===== src/rtl/cfgseq_pkg.sv =====
package cfgseq_pkg;

    localparam int DATA_W = 32;

    localparam logic [3:0] SZ_16M  = 4'd4;
    localparam logic [3:0] SZ_256M = 4'd8;
    localparam logic [3:0] SZ_512M = 4'd9;

    localparam logic [2:0] MAP_TYPE_MEM = 3'd3;
    localparam logic [2:0] MAP_TYPE_CFG = 3'd5;

    typedef enum logic [3:0] {
        S_IDLE,
        S_GROW0,
        S_CFG1,
        S_MAP1,
        S_ACCESS,
        S_REST1,
        S_REMAP1,
        S_SHRINK0,
        S_FINISH
    } seq_state_t;

    typedef enum logic [1:0] {
        SEL_WIN0 = 2'd0,
        SEL_WIN1 = 2'd1,
        SEL_MAP1 = 2'd2
    } reg_sel_t;

    // Window base word: base[31:20], size code [7:4], prefetch [3], enable [0].
    function automatic logic [DATA_W-1:0] win_word(input logic [DATA_W-1:0] base,
                                                   input logic [3:0] code,
                                                   input logic pf);
        return {base[31:20], 12'h000, code, pf, 2'b00, 1'b1};
    endfunction

endpackage


===== src/rtl/cfgseq_addr_gen.sv =====
module cfgseq_addr_gen #(
    parameter int BUS_W   = 8,
    parameter int DEVFN_W = 8,
    parameter int MAP_W   = 16,
    parameter int SPLIT   = 12
) (
    input  logic [BUS_W-1:0]           bus,
    input  logic [DEVFN_W-1:0]         devfn,
    output logic [cfgseq_pkg::DATA_W-1:0] cfg_addr,
    output logic [MAP_W-1:0]           map_val
);
    import cfgseq_pkg::*;

    localparam int SLOT_W = DEVFN_W - 3;
    localparam int NSLOT  = 1 << SLOT_W;
    localparam int ADR_SHIFT = 11;
    localparam int MAP_SHIFT = 5;

    logic [SLOT_W-1:0] slot;
    logic [2:0]        func;
    logic [NSLOT-1:0]  hit;
    logic [DATA_W-1:0] addr_hot;
    logic [MAP_W-1:0]  map_hot;

    assign slot = devfn[DEVFN_W-1:3];
    assign func = devfn[2:0];

    for (genvar s = 0; s < NSLOT; s++) begin : g_hit
        assign hit[s] = (slot == SLOT_W'(s));
    end

    // Low slots select a device through an address line.
    for (genvar b = 0; b < DATA_W; b++) begin : g_abit
        if (b >= ADR_SHIFT && b - ADR_SHIFT <= SPLIT && b - ADR_SHIFT < NSLOT) begin : g_on
            assign addr_hot[b] = hit[b - ADR_SHIFT];
        end else begin : g_off
            assign addr_hot[b] = 1'b0;
        end
    end

    // High slots select a device through the map word instead.
    for (genvar b = 0; b < MAP_W; b++) begin : g_mbit
        if (b + MAP_SHIFT > SPLIT && b + MAP_SHIFT < NSLOT) begin : g_on
            assign map_hot[b] = hit[b + MAP_SHIFT];
        end else begin : g_off
            assign map_hot[b] = 1'b0;
        end
    end

    always_comb begin
        if (bus == '0) begin
            cfg_addr = addr_hot | (DATA_W'(func) << 8);
            map_val  = map_hot | MAP_W'({MAP_TYPE_CFG, 1'b0});
        end else begin
            cfg_addr = (DATA_W'(bus) << 16) | (DATA_W'(devfn) << 8);
            map_val  = MAP_W'({MAP_TYPE_CFG, 1'b1});
        end
    end

endmodule


===== src/rtl/cfgseq_fsm.sv =====
module cfgseq_fsm (
    input  logic       clk,
    input  logic       rst_n,
    input  logic       req_valid,
    input  logic       wr_ready,
    input  logic       acc_done,
    output logic       busy,
    output logic       wr_valid,
    output logic [1:0] wr_sel,
    output logic       restore_phase,
    output logic       acc_valid,
    output logic       done
);
    import cfgseq_pkg::*;

    seq_state_t state, state_nx;

    always_ff @(posedge clk or negedge rst_n) begin
        if (!rst_n) state <= S_IDLE;
        else        state <= state_nx;
    end

    always_comb begin
        state_nx = state;
        unique case (state)
            S_IDLE:    if (req_valid) state_nx = S_GROW0;
            S_GROW0:   if (wr_ready)  state_nx = S_CFG1;
            S_CFG1:    if (wr_ready)  state_nx = S_MAP1;
            S_MAP1:    if (wr_ready)  state_nx = S_ACCESS;
            S_ACCESS:  if (acc_done)  state_nx = S_REST1;
            S_REST1:   if (wr_ready)  state_nx = S_REMAP1;
            S_REMAP1:  if (wr_ready)  state_nx = S_SHRINK0;
            S_SHRINK0: if (wr_ready)  state_nx = S_FINISH;
            S_FINISH:                 state_nx = S_IDLE;
            default:                  state_nx = S_IDLE;
        endcase
    end

    always_comb begin
        busy          = (state != S_IDLE);
        wr_valid      = 1'b0;
        wr_sel        = SEL_WIN0;
        restore_phase = 1'b0;
        acc_valid     = 1'b0;
        done          = 1'b0;
        unique case (state)
            S_IDLE:    ;
            S_GROW0:   begin wr_valid = 1'b1; wr_sel = SEL_WIN0; end
            S_CFG1:    begin wr_valid = 1'b1; wr_sel = SEL_WIN1; end
            S_MAP1:    begin wr_valid = 1'b1; wr_sel = SEL_MAP1; end
            S_ACCESS:  acc_valid = 1'b1;
            S_REST1:   begin wr_valid = 1'b1; wr_sel = SEL_WIN1; restore_phase = 1'b1; end
            S_REMAP1:  begin wr_valid = 1'b1; wr_sel = SEL_MAP1; restore_phase = 1'b1; end
            S_SHRINK0: begin wr_valid = 1'b1; wr_sel = SEL_WIN0; restore_phase = 1'b1; end
            S_FINISH:  done = 1'b1;
            default:   ;
        endcase
    end

endmodule


===== src/rtl/cfg_access_seq.sv =====
module cfg_access_seq #(
    parameter logic [31:0] NP_WIN_BASE  = 32'h4000_0000,
    parameter logic [31:0] PF_WIN_BASE  = 32'h5000_0000,
    parameter logic [31:0] PF_BUS_ADDR  = 32'h5000_0000,
    parameter logic [31:0] CFG_WIN_BASE = 32'h6100_0000,
    parameter int          BUS_W        = 8,
    parameter int          DEVFN_W      = 8,
    parameter int          OFF_W        = 8
) (
    input  logic               clk,
    input  logic               rst_n,
    input  logic               req_valid,
    input  logic [BUS_W-1:0]   req_bus,
    input  logic [DEVFN_W-1:0] req_devfn,
    input  logic [OFF_W-1:0]   req_offset,
    output logic               busy,
    output logic               done,
    output logic               wr_valid,
    input  logic               wr_ready,
    output logic [1:0]         wr_sel,
    output logic [31:0]        wr_data,
    output logic               acc_valid,
    output logic [31:0]        acc_addr,
    input  logic               acc_done
);
    import cfgseq_pkg::*;

    localparam int MAP_W = 16;

    logic [BUS_W-1:0]   bus_q;
    logic [DEVFN_W-1:0] devfn_q;
    logic [OFF_W-1:0]   off_q;
    logic [DATA_W-1:0]  cfg_addr;
    logic [MAP_W-1:0]   map_val;
    logic               restore_phase;

    always_ff @(posedge clk or negedge rst_n) begin
        if (!rst_n) begin
            bus_q   <= '0;
            devfn_q <= '0;
            off_q   <= '0;
        end else if (req_valid && !busy) begin
            bus_q   <= req_bus;
            devfn_q <= req_devfn;
            off_q   <= req_offset;
        end
    end

    cfgseq_addr_gen #(
        .BUS_W   (BUS_W),
        .DEVFN_W (DEVFN_W),
        .MAP_W   (MAP_W),
        .SPLIT   (12)
    ) u_addr (
        .bus      (bus_q),
        .devfn    (devfn_q),
        .cfg_addr (cfg_addr),
        .map_val  (map_val)
    );

    cfgseq_fsm u_fsm (
        .clk           (clk),
        .rst_n         (rst_n),
        .req_valid     (req_valid),
        .wr_ready      (wr_ready),
        .acc_done      (acc_done),
        .busy          (busy),
        .wr_valid      (wr_valid),
        .wr_sel        (wr_sel),
        .restore_phase (restore_phase),
        .acc_valid     (acc_valid),
        .done          (done)
    );

    always_comb begin
        unique case ({restore_phase, wr_sel})
            {1'b0, SEL_WIN0}: wr_data = win_word(NP_WIN_BASE, SZ_512M, 1'b0);
            {1'b0, SEL_WIN1}: wr_data = win_word(CFG_WIN_BASE, SZ_16M, 1'b0);
            {1'b0, SEL_MAP1}: wr_data = DATA_W'(map_val);
            {1'b1, SEL_WIN1}: wr_data = win_word(PF_WIN_BASE, SZ_256M, 1'b1);
            {1'b1, SEL_MAP1}: wr_data = {16'h0000, PF_BUS_ADDR[31:20], MAP_TYPE_MEM, 1'b0};
            {1'b1, SEL_WIN0}: wr_data = win_word(NP_WIN_BASE, SZ_256M, 1'b0);
            default:          wr_data = '0;
        endcase
    end

    assign acc_addr = CFG_WIN_BASE + cfg_addr + DATA_W'(off_q);

endmodule


===== config.mk =====
export PLATFORM = sky130hd
export DESIGN_NAME = cfg_access_seq
export DESIGN_NICKNAME = d
export VERILOG_FILES = /design/src/rtl/cfgseq_pkg.sv /design/src/rtl/cfgseq_addr_gen.sv /design/src/rtl/cfgseq_fsm.sv /design/src/rtl/cfg_access_seq.sv
export SDC_FILE = /design/constraint.sdc
export NUM_CORES = 1
export LEC_CHECK = 0
export BUFFER_PORTS_ARGS = -buffer_cell sky130_fd_sc_hd__buf_2
export CORE_MARGIN = 3
export CORE_UTILIZATION = 46
export CTS_BUF_LIST = sky130_fd_sc_hd__clkbuf_8
export CTS_CLUSTER_SIZE = 24
export DETAILED_ROUTE_END_ITERATION = 10
export PLACE_DENSITY = 0.83
export REMOVE_ABC_BUFFERS = 1
export SKIP_CTS_REPAIR_TIMING = 1
export SYNTH_ARGS = -nofsm -noshare
export SYNTH_HDL_FRONTEND = slang
export SYNTH_SLANG_ARGS = --single-unit
export TNS_END_PERCENT = 20

===== constraint.sdc =====
create_clock -name clk -period 2.2 [get_ports clk]
set_input_delay 0.33 -clock clk [delete_from_list [all_inputs] [get_ports clk]]
set_output_delay 0.33 -clock clk [all_outputs]
set_load 0.005 [all_outputs]

---- After elaboration in Yosys (flattened, before gate mapping) ----
Index checks and enable logic that the tools add are counted.
Widths: inputs -> output; s select.
storage, ports and cells
  register bits ........................... 28
  input bits .............................. 29
  output and inout port bits .............. 70
operators by class
  $add $sub $neg .......................... 2
  eq/ne operators ......................... 41
  mux-type cells .......................... 17
  bitwise logic cells ..................... 2
  reductions and logical operators ........ 12
operators by type and width
  kind                    count
  $pmux 31 s6             1
  $eq 5x4->1 const B      8
  $add 31x32->32 const A  1
  $add 32x8->32           1
  $mux 4                  8
  $pmux 4 s8              1
  $eq 5x5->1 const B      5
  $mux 24                 1
  $or 24x11->24           1
  $or 24x16->24           1
  $eq 5x3->1 const B      4
  $eq 4x3->1 const B      4
  $mux 16                 1
  $ne 2x2->1 const B      8
  $eq 5x2->1 const B      2
  $eq 3x3->1 const B      3
  $eq 4x2->1 const B      2
  $logic_not 8->1         1
  $reduce_and 8->1        1
  $reduce_or 6->1         1
  $eq 5x1->1 const B      1
  $logic_not 5->1         1
  $eq 4x1->1 const B      1
  $eq 4x4->1 const B      1
  11 further kinds        15

---- Longest topological paths before layout ----
Gate-level depths: netlist (run 1).
  depth after elaboration ................. 5
  depth in mapped cells ................... 5
  gate-level depth less buffers ........... 4

---- Modules after synthesis ----
A second synthesis (run 1) with hierarchy kept.
second synthesis, totals
  cell total of the unflattened synthesis .. 330
  area, all modules ....................... 2882.8 sq um
modules (own cells, without submodules)
  module           times used  cells each  area an instance (sq um)  seq. area each (sq um)
  cfg_access_seq   1           218         2024.4                    600.6
  cfgseq_addr_gen  1           81          560.5                     0.0
  cfgseq_fsm       1           31          297.8                     100.1

---- Worst setup path after synthesis (run 1) ----
No wires, ideal clock.
  path type ............................... register to output
  start ................................... register bus_q[0]
  end ..................................... output port acc_addr[22]
  data arrival time ....................... 1.407 ns
  data required time ...................... 1.870 ns
  path slack .............................. 0.463 ns
  cell stages (with the launch flop) ...... 4
  cell sequence ........................... dfrtp_1 or4_4 nor4_4 a21o_1
between the ends
  longest elaborated chain between the ends .. 4
  elaborated cells between the ends (all ways) .. 5
  those cells by class .................... add/sub (2); mux (1); bitwise (1); reduce/logical (1)
RTL lines
  element                                                  line                                          RTL
  start, declared                                          cfg_access_seq.sv:30                          logic [BUS_W-1:0] bus_q;
  start signal, assigned                                   cfg_access_seq.sv:43                          bus_q <= req_bus;
  $logic_not 8->1 / $or 24x16->24 (equally long branches)  cfgseq_addr_gen.sv:51, cfgseq_addr_gen.sv:55
  $mux 24 (*)                                              cfgseq_addr_gen.sv:51                         if (bus == '0) begin
  $add 31x32->32 (*)                                       cfg_access_seq.sv:87                          assign acc_addr = CFG_WIN_BASE + cfg_addr + DATA_W'(off_q);
  $add 32x8->32 (*)                                        cfg_access_seq.sv:87
  end, declared                                            cfg_access_seq.sv:23                          output logic [31:0] acc_addr,
Every way passes the cells marked *; elsewhere a longest branch is shown, timed or not.

---- Final worst setup path (run 1) ----
  start ................................... register bus_q[5]
  end ..................................... output port acc_addr[20]
between the ends
  longest elaborated chain between the ends .. 4
RTL lines
  element          line
  $logic_not 8->1  cfgseq_addr_gen.sv:51
  $mux 24          cfgseq_addr_gen.sv:51
  $add 31x32->32   cfg_access_seq.sv:87
  $add 32x8->32    cfg_access_seq.sv:87
Every way passes these cells.

==> flow_summary_export.csv, run 1 <==
group,metric,value,unit
power,comb_power_share,0.522,
drt,ant_nets,0,
global_route,grt_pass1_wl,6140,um
setup_path,crit_type,"flop to primary output",
clock_tree,clockRootBuffer,"clkbuf_8",
sta,hold_slack,0.0631,ns
power,leakagePower,1.12,nW
cells_and_area,num_antenna_cells,0,
sta,slew_headroom,0.584,
clock_tree,cts_tree,"built",
cells_and_area,fillers,321,
sta,min_period,2.20,ns
setup_path,crit_end,"acc_addr[20]",
power,powerDensity,1330,nW/um2
cells_and_area,layout-area-overhead-vs-synth,21.5,%
floorplan,coreArea,3520,um2
global_route,grt_max_degree,29,
place,gp_congestion,0.818,
sta,fin_setup_tns,0,ns
setup_path,critPathCaptureType,"primary output",
drt,post_drt_via_cell_ratio,5.04,
yosys,yosys_warnings,0,
place,io_buffer_count,77,
min_path,hp-class,"input pin to async pin",
clock_tree,clkTransAtPathRegs,0.09,ns
power,switching_share,0.403,
global_route,grt_use_total,0.176,
sta,finalHoldViolations,0,
setup_path,worstPathArrival,1.87,ns
place,dp_hpwl,3120,um
setup_path,worstPathMaxFanout,4,
setup_path,start_kind,"flop",
drt,vias,1471,
setup_path,r2r-start,"u_fsm.state[1]",
global_route,grt_pass1_vias,1323,
sta,finalMaxSlewViolations,0,
drt,drtIter0Drc,49,
clock_tree,htree_levels,1,
clock_tree,insertion_delay,0.27,ns
sta,worstMarginPinSlew,0.625,ns
drt,postRouteWirelength,4150,um
power,p_clk_frac,0.096,
sta,fmax,0.455,GHz
sta,rsz0062_at_grt,"yes",
clock_tree,numCtsBuffers,3,
setup_path,critPathRequiredTime,1.87,ns
power,report.power.total,0.00287,W
drt,detail_route.first_pass.iterations,4,
yosys,synth-seq-area-share,0.395,
sta,min_period_over_period,0.999,
floorplan,rows,21,
setup_path,reg2regPathDepth,3,
yosys,ys_types,34,
setup_path,r2r_end,"bus_q[7]",
floorplan,die_y,68.1,um
status,status,"finished, final reports clean",
cells_and_area,nNetsFinal,277,
floorplan,die_area,4630,um2
power,p_seq_frac,0.382,
sta,finalSetupViolations,0,
setup_path,crit_path_start,"bus_q[5]",
floorplan,start_util,0.503,
yosys,ys_seq_elements,28,
clock_tree,clock_path_buffers,2,
run,maxCapViolCount,0,
drt,wl_per_cell,14.2,um
clock_tree,clock_sinks,28,
yosys,synthesis.area,1770,um2
setup_path,r2r_slack,0.30,ns
cells_and_area,drive_gt1_frac,0.533,
power,ir_worst_vdd,0.659,mV
yosys,syn_area_per_cell,10.1,um2
yosys,synthCells,176,
sta,fin_skew,0.00329,ns
global_route,grt_antenna_before_repair,0,
floorplan,die_x,68.1,um
global_route,grt-ovfl-total,0,
drt,drc,0,
power,power.switching,0.00116,W
floorplan,ios,99,
power,intPower,0.00172,W
-- routing by layer --
metal,routed length [um],track usage,vias to the layer above
li1,-,-,706
met3,431,0.0460,7
met4,74,0.0620,0
met1,1730,0.242,672
met2,1910,0.268,86
met5,0,0,-
-- area by class of cell --
class,count,area [um2],area share
Multi-Input combinational cell,131,920,0.427
Timing Repair Buffer,81,422,0.196
Inverter,3,11.3,0.00523
Clock buffer,3,41.3,0.0192
Tap cell,46,57.6,0.0267
Sequential cell,28,701,0.326
-- sequential cells by signal, summed over array words and instances, names as in the netlist --
register     count
off_q            8
u_fsm.state      4
devfn_q          8
bus_q            8
-- cell families (layout without fill, tap and decap cells) --
logic type	Yosys count	in the layout	share of synthesized area
AOI/OAI and AO/OA	24	24	0.0946
xor gates and xnor gates	2	2	0.00989
buffers and inverters	36	87	0.134
DFF	28	28	0.395
muxes	26	26	0.165
other	2	21	0.00424
and+or+nand+nor	58	58	0.196
-- critical path, stage by stage (launching register included) --
cell and delay, ns:
dfrtp_1 0.42, or4_4 0.58, nor4_4 0.33, a21o_1 0.17
buf_2 0.11
-- power by group through the flow --
stage / sequential (W) / clock (W) / combinational [W]
after floorplan: 0.00104 / 0 / 0.000877
after global placement: 0.00108 / 0 / 0.00141
after detailed placement: 0.00110 / 0 / 0.00144
after CTS: 0.00109 / 0.000289 / 0.00144
after global routing: 0.00114 / 0.000306 / 0.00168
final: 0.00110 / 0.000277 / 0.00150
-- worst min path at each step --
stage / from / cells after the start / end / slack [ns]
4_1_cts: rst_n / 1 / u_fsm.state[2] / 0.08
2_1_floorplan: rst_n / 0 / bus_q[0] / 0.03
3_5_place_dp: rst_n / 1 / devfn_q[1] / 0.38
6_report: rst_n / 1 / off_q[2] / 0.06
5_1_grt: rst_n / 1 / devfn_q[5] / 0.1
3_3_place_gp: rst_n / 1 / off_q[2] / 0.37
-- synthesized netlist by cell type --
cell / instances / share of area
and4bb_2: 1 / 0.0071
nor4b_1: 1 / 0.0049
nor4_2: 2 / 0.014
conb_1: 2 / 0.0042
buf_4: 26 / 0.11
o21a_1: 1 / 0.0042
a21o_1: 4 / 0.017
buf_2: 4 / 0.011
or2_2: 2 / 0.0071
a21oi_1: 4 / 0.011
nor4_4: 1 / 0.012
dfrtp_1: 28 / 0.40
clkbuf_1: 3 / 0.0064
nand2_1: 11 / 0.023
nor2_1: 16 / 0.034
nand3b_1: 1 / 0.0042
nor2_4: 1 / 0.0064
nand3_2: 1 / 0.0056
a21boi_0: 2 / 0.0085
inv_1: 3 / 0.0064
and3b_1: 1 / 0.0049
a31o_2: 7 / 0.035
nand2b_1: 5 / 0.018
xor2_1: 2 / 0.0099
nor3_1: 5 / 0.014
o41ai_1: 1 / 0.0049
o21ai_0: 5 / 0.014
or4_4: 2 / 0.013
nor3b_1: 1 / 0.0042
mux2_2: 26 / 0.17
nand3_1: 3 / 0.0085
nor2b_1: 1 / 0.0035
nand4_1: 2 / 0.0071
or3b_2: 1 / 0.0049
-- placed cells by master (no fill, tap or decap), drive strengths merged, types with 2 or more instances in the layout --
cell type   n
nor4        3
a21o        4
o21ai       5
a21boi      2
nand4       2
a31o        7
nor2       17
nand2b      5
or4         2
clkbuf      3
xor2        2
buf        81
nand2      11
nand3       4
mux2       26
a21oi       4
inv         3
nor3        5
conb       21
or2         2
dfrtp      28
-- stage by stage --
stage / std cells / cell area [um2] / worst slack [ns] / util
after floorplan: 162 / 1620 / 0.463 / -
after global placement: 287 / 2070 / 0.293 / 0.589
after detailed placement: 287 / 2070 / 0.274 / 0.589
after CTS: 290 / 2120 / -0.0426 / 0.601
after global routing: 292 / 2150 / -0.0829 / 0.611
final: 292 / 2150 / 0.00147 / 0.611
(Power assumes the default switching activity.)
==> run 2, diff against run 1 <==
Settings changed: CORE_ASPECT_RATIO set to 1.1.
==> run 2 against run 1 <==
Against the previous run: the run now ends with setup timing left; combinational power is essentially flat; via count is 0.14% higher; total power down 1.0%; register-to-register slack better by 0.03 ns; clock power hardly changed; clock-buffer cell count unchanged; final cell count increased by 1.7%; critical path depth unchanged; core utilization fell by 2.6 points; flip-flop and latch count unchanged; critical endpoint is now acc_addr[21].
==> flow_summary_export.csv, run 2 (synthesized netlist as in run 1, its figures left out) <==
group,metric,value,unit
clock_tree,cts_tree,"built",
place,placed_cell_area,2090,um2
sta,min_period,2.22,ns
floorplan,rows,23,
sta,rsz0062_at_grt,"yes",
floorplan,coreArea,3680,um2
setup_path,r2r-start,"u_fsm.state[1]",
min_path,hp-class,"input pin to async pin",
setup_path,start_kind,"flop",
drt,vias,1473,
drt,met3_length,350,um
global_route,grt_pass1_vias,1395,
place,io_buffer_count,77,
floorplan,die_area,4630,um2
cells_and_area,layout-area-overhead-vs-synth,21.8,%
cells_and_area,regArea,701,um2
drt,ant_nets,0,
setup_path,crit_path_start,"bus_q[4]",
drt,wl_per_cell,13.2,um
sta,fin_skew,0.00246,ns
sta,worstMarginPinSlew,0.639,ns
cells_and_area,reg_top3,"bus_q (8), devfn_q (8), off_q (8)",
power,powerDensity,1320,nW/um2
setup_path,worstPathMaxFanout,4,
drt,drtIter0Drc,45,
global_route,grt_use_total,0.170,
place,dp_hpwl,3080,um
floorplan,start_util,0.481,
clock_tree,htree_levels,1,
sta,hold_slack,0.0647,ns
setup_path,worstPathArrival,1.89,ns
floorplan,ios,99,
drt,drc,0,
status,status,"finished with violations",
sta,setup_slack,-0.0155,ns
sta,min_period_over_period,1.01,
setup_path,critPathRequiredTime,1.87,ns
cells_and_area,fin_cells,297,
sta,finalSetupViolations,1,
sta,slew_headroom,0.574,
sta,fin_setup_tns,-0.0155,ns
place,gp_congestion,0.868,
cells_and_area,layout_commonest_cell,"buf_2",
drt,highest_layer,"met4",
power,leakagePower,1.12,nW
floorplan,die_y,71.1,um
clock_tree,numCtsBuffers,3,
power,ir_worst_vdd,0.565,mV
drt,postRouteWirelength,3930,um
sta,finalMaxSlewViolations,0,
global_route,grt_max_degree,29,
clock_tree,clockRootBuffer,"clkbuf_8",
cells_and_area,finalInstanceArea,2160,um2
clock_tree,clkTransAtPathRegs,0.09,ns
clock_tree,clock_sinks,28,
sta,fmax,0.451,GHz
drt,wl_met1,1580,um
clock_tree,insertion_delay,0.27,ns
drt,post_drt_via_cell_ratio,4.96,
run,maxCapViolCount,0,
cells_and_area,nNetsFinal,278,
clock_tree,clock_path_buffers,2,
global_route,grt_antenna_before_repair,0,
cells_and_area,multiInputGateArea,912,um2
setup_path,critPathCaptureType,"primary output",
sta,finalHoldViolations,0,
cells_and_area,layout_common_cells,"buf_2 (76), dfrtp_1 (28), mux2_2 (26)",
cells_and_area,num_antenna_cells,0,
global_route,grt_pass1_wl,6180,um
floorplan,die_x,65.2,um
cells_and_area,drive_gt1_frac,0.526,
setup_path,crit_type,"flop to primary output",
drt,wl_met2,1940,um
cells_and_area,fillers,343,
status,violations,"setup timing",
place,dpl.cell_count,293,
global_route,grt-ovfl-total,0,
setup_path,reg2regPathDepth,3,
power,report.power.total,0.00284,W
drt,detail_route.first_pass.iterations,4,
run 2: changes by cell type in the layout (fill, tap and decap cells not counted), sizes merged:
cell and delta:
buf +1
run 2: path summary, 6_finish.rpt:
path	end	slack, ns
max	acc_addr[21]	-0.02
min	off_q[0]	0.06
max reg2reg	bus_q[0]	0.33
min reg2reg	off_q[4]	0.51
max in group asynchronous	u_fsm.state[1]	1.71
min in group clk	devfn_q[7]	0.28
run 2: area by class of cell:
type	instances	area share
Clock buffer	3	0.0191
Inverter	3	0.00522
Multi-Input combinational cell	131	0.423
Sequential cell	28	0.325
Tap cell	50	0.0290
Timing Repair Buffer	82	0.199
run 2: stage by stage:
step / util / setup slack (ns)
global placement: 0.569 / 0.336
floorplan: - / 0.463
CTS: 0.580 / -0.0175
global route: 0.586 / -0.0918
detailed placement: 0.569 / 0.294
finish: 0.586 / -0.0155
run 2: per-layer routing:
metal  track usage  up-vias
met1         0.188      690
met5             0        -
met2         0.305       68
met4        0.0760        0
met3        0.0413        6
li1              -      709
run 2: worst max-delay path, cell delays in order (launching register included):
cell	delay (ns)
dfrtp_1	0.42
or4_4	0.60
nor4_4	0.31
a21o_1	0.17
buf_2	0.10
run 2: power by group:
part           total [W]  switching, W  internal, W
clock network   0.000277      0.000153     0.000123
registers        0.00107      0.000304     0.000771
logic            0.00149      0.000670     0.000823
total            0.00284       0.00113      0.00172
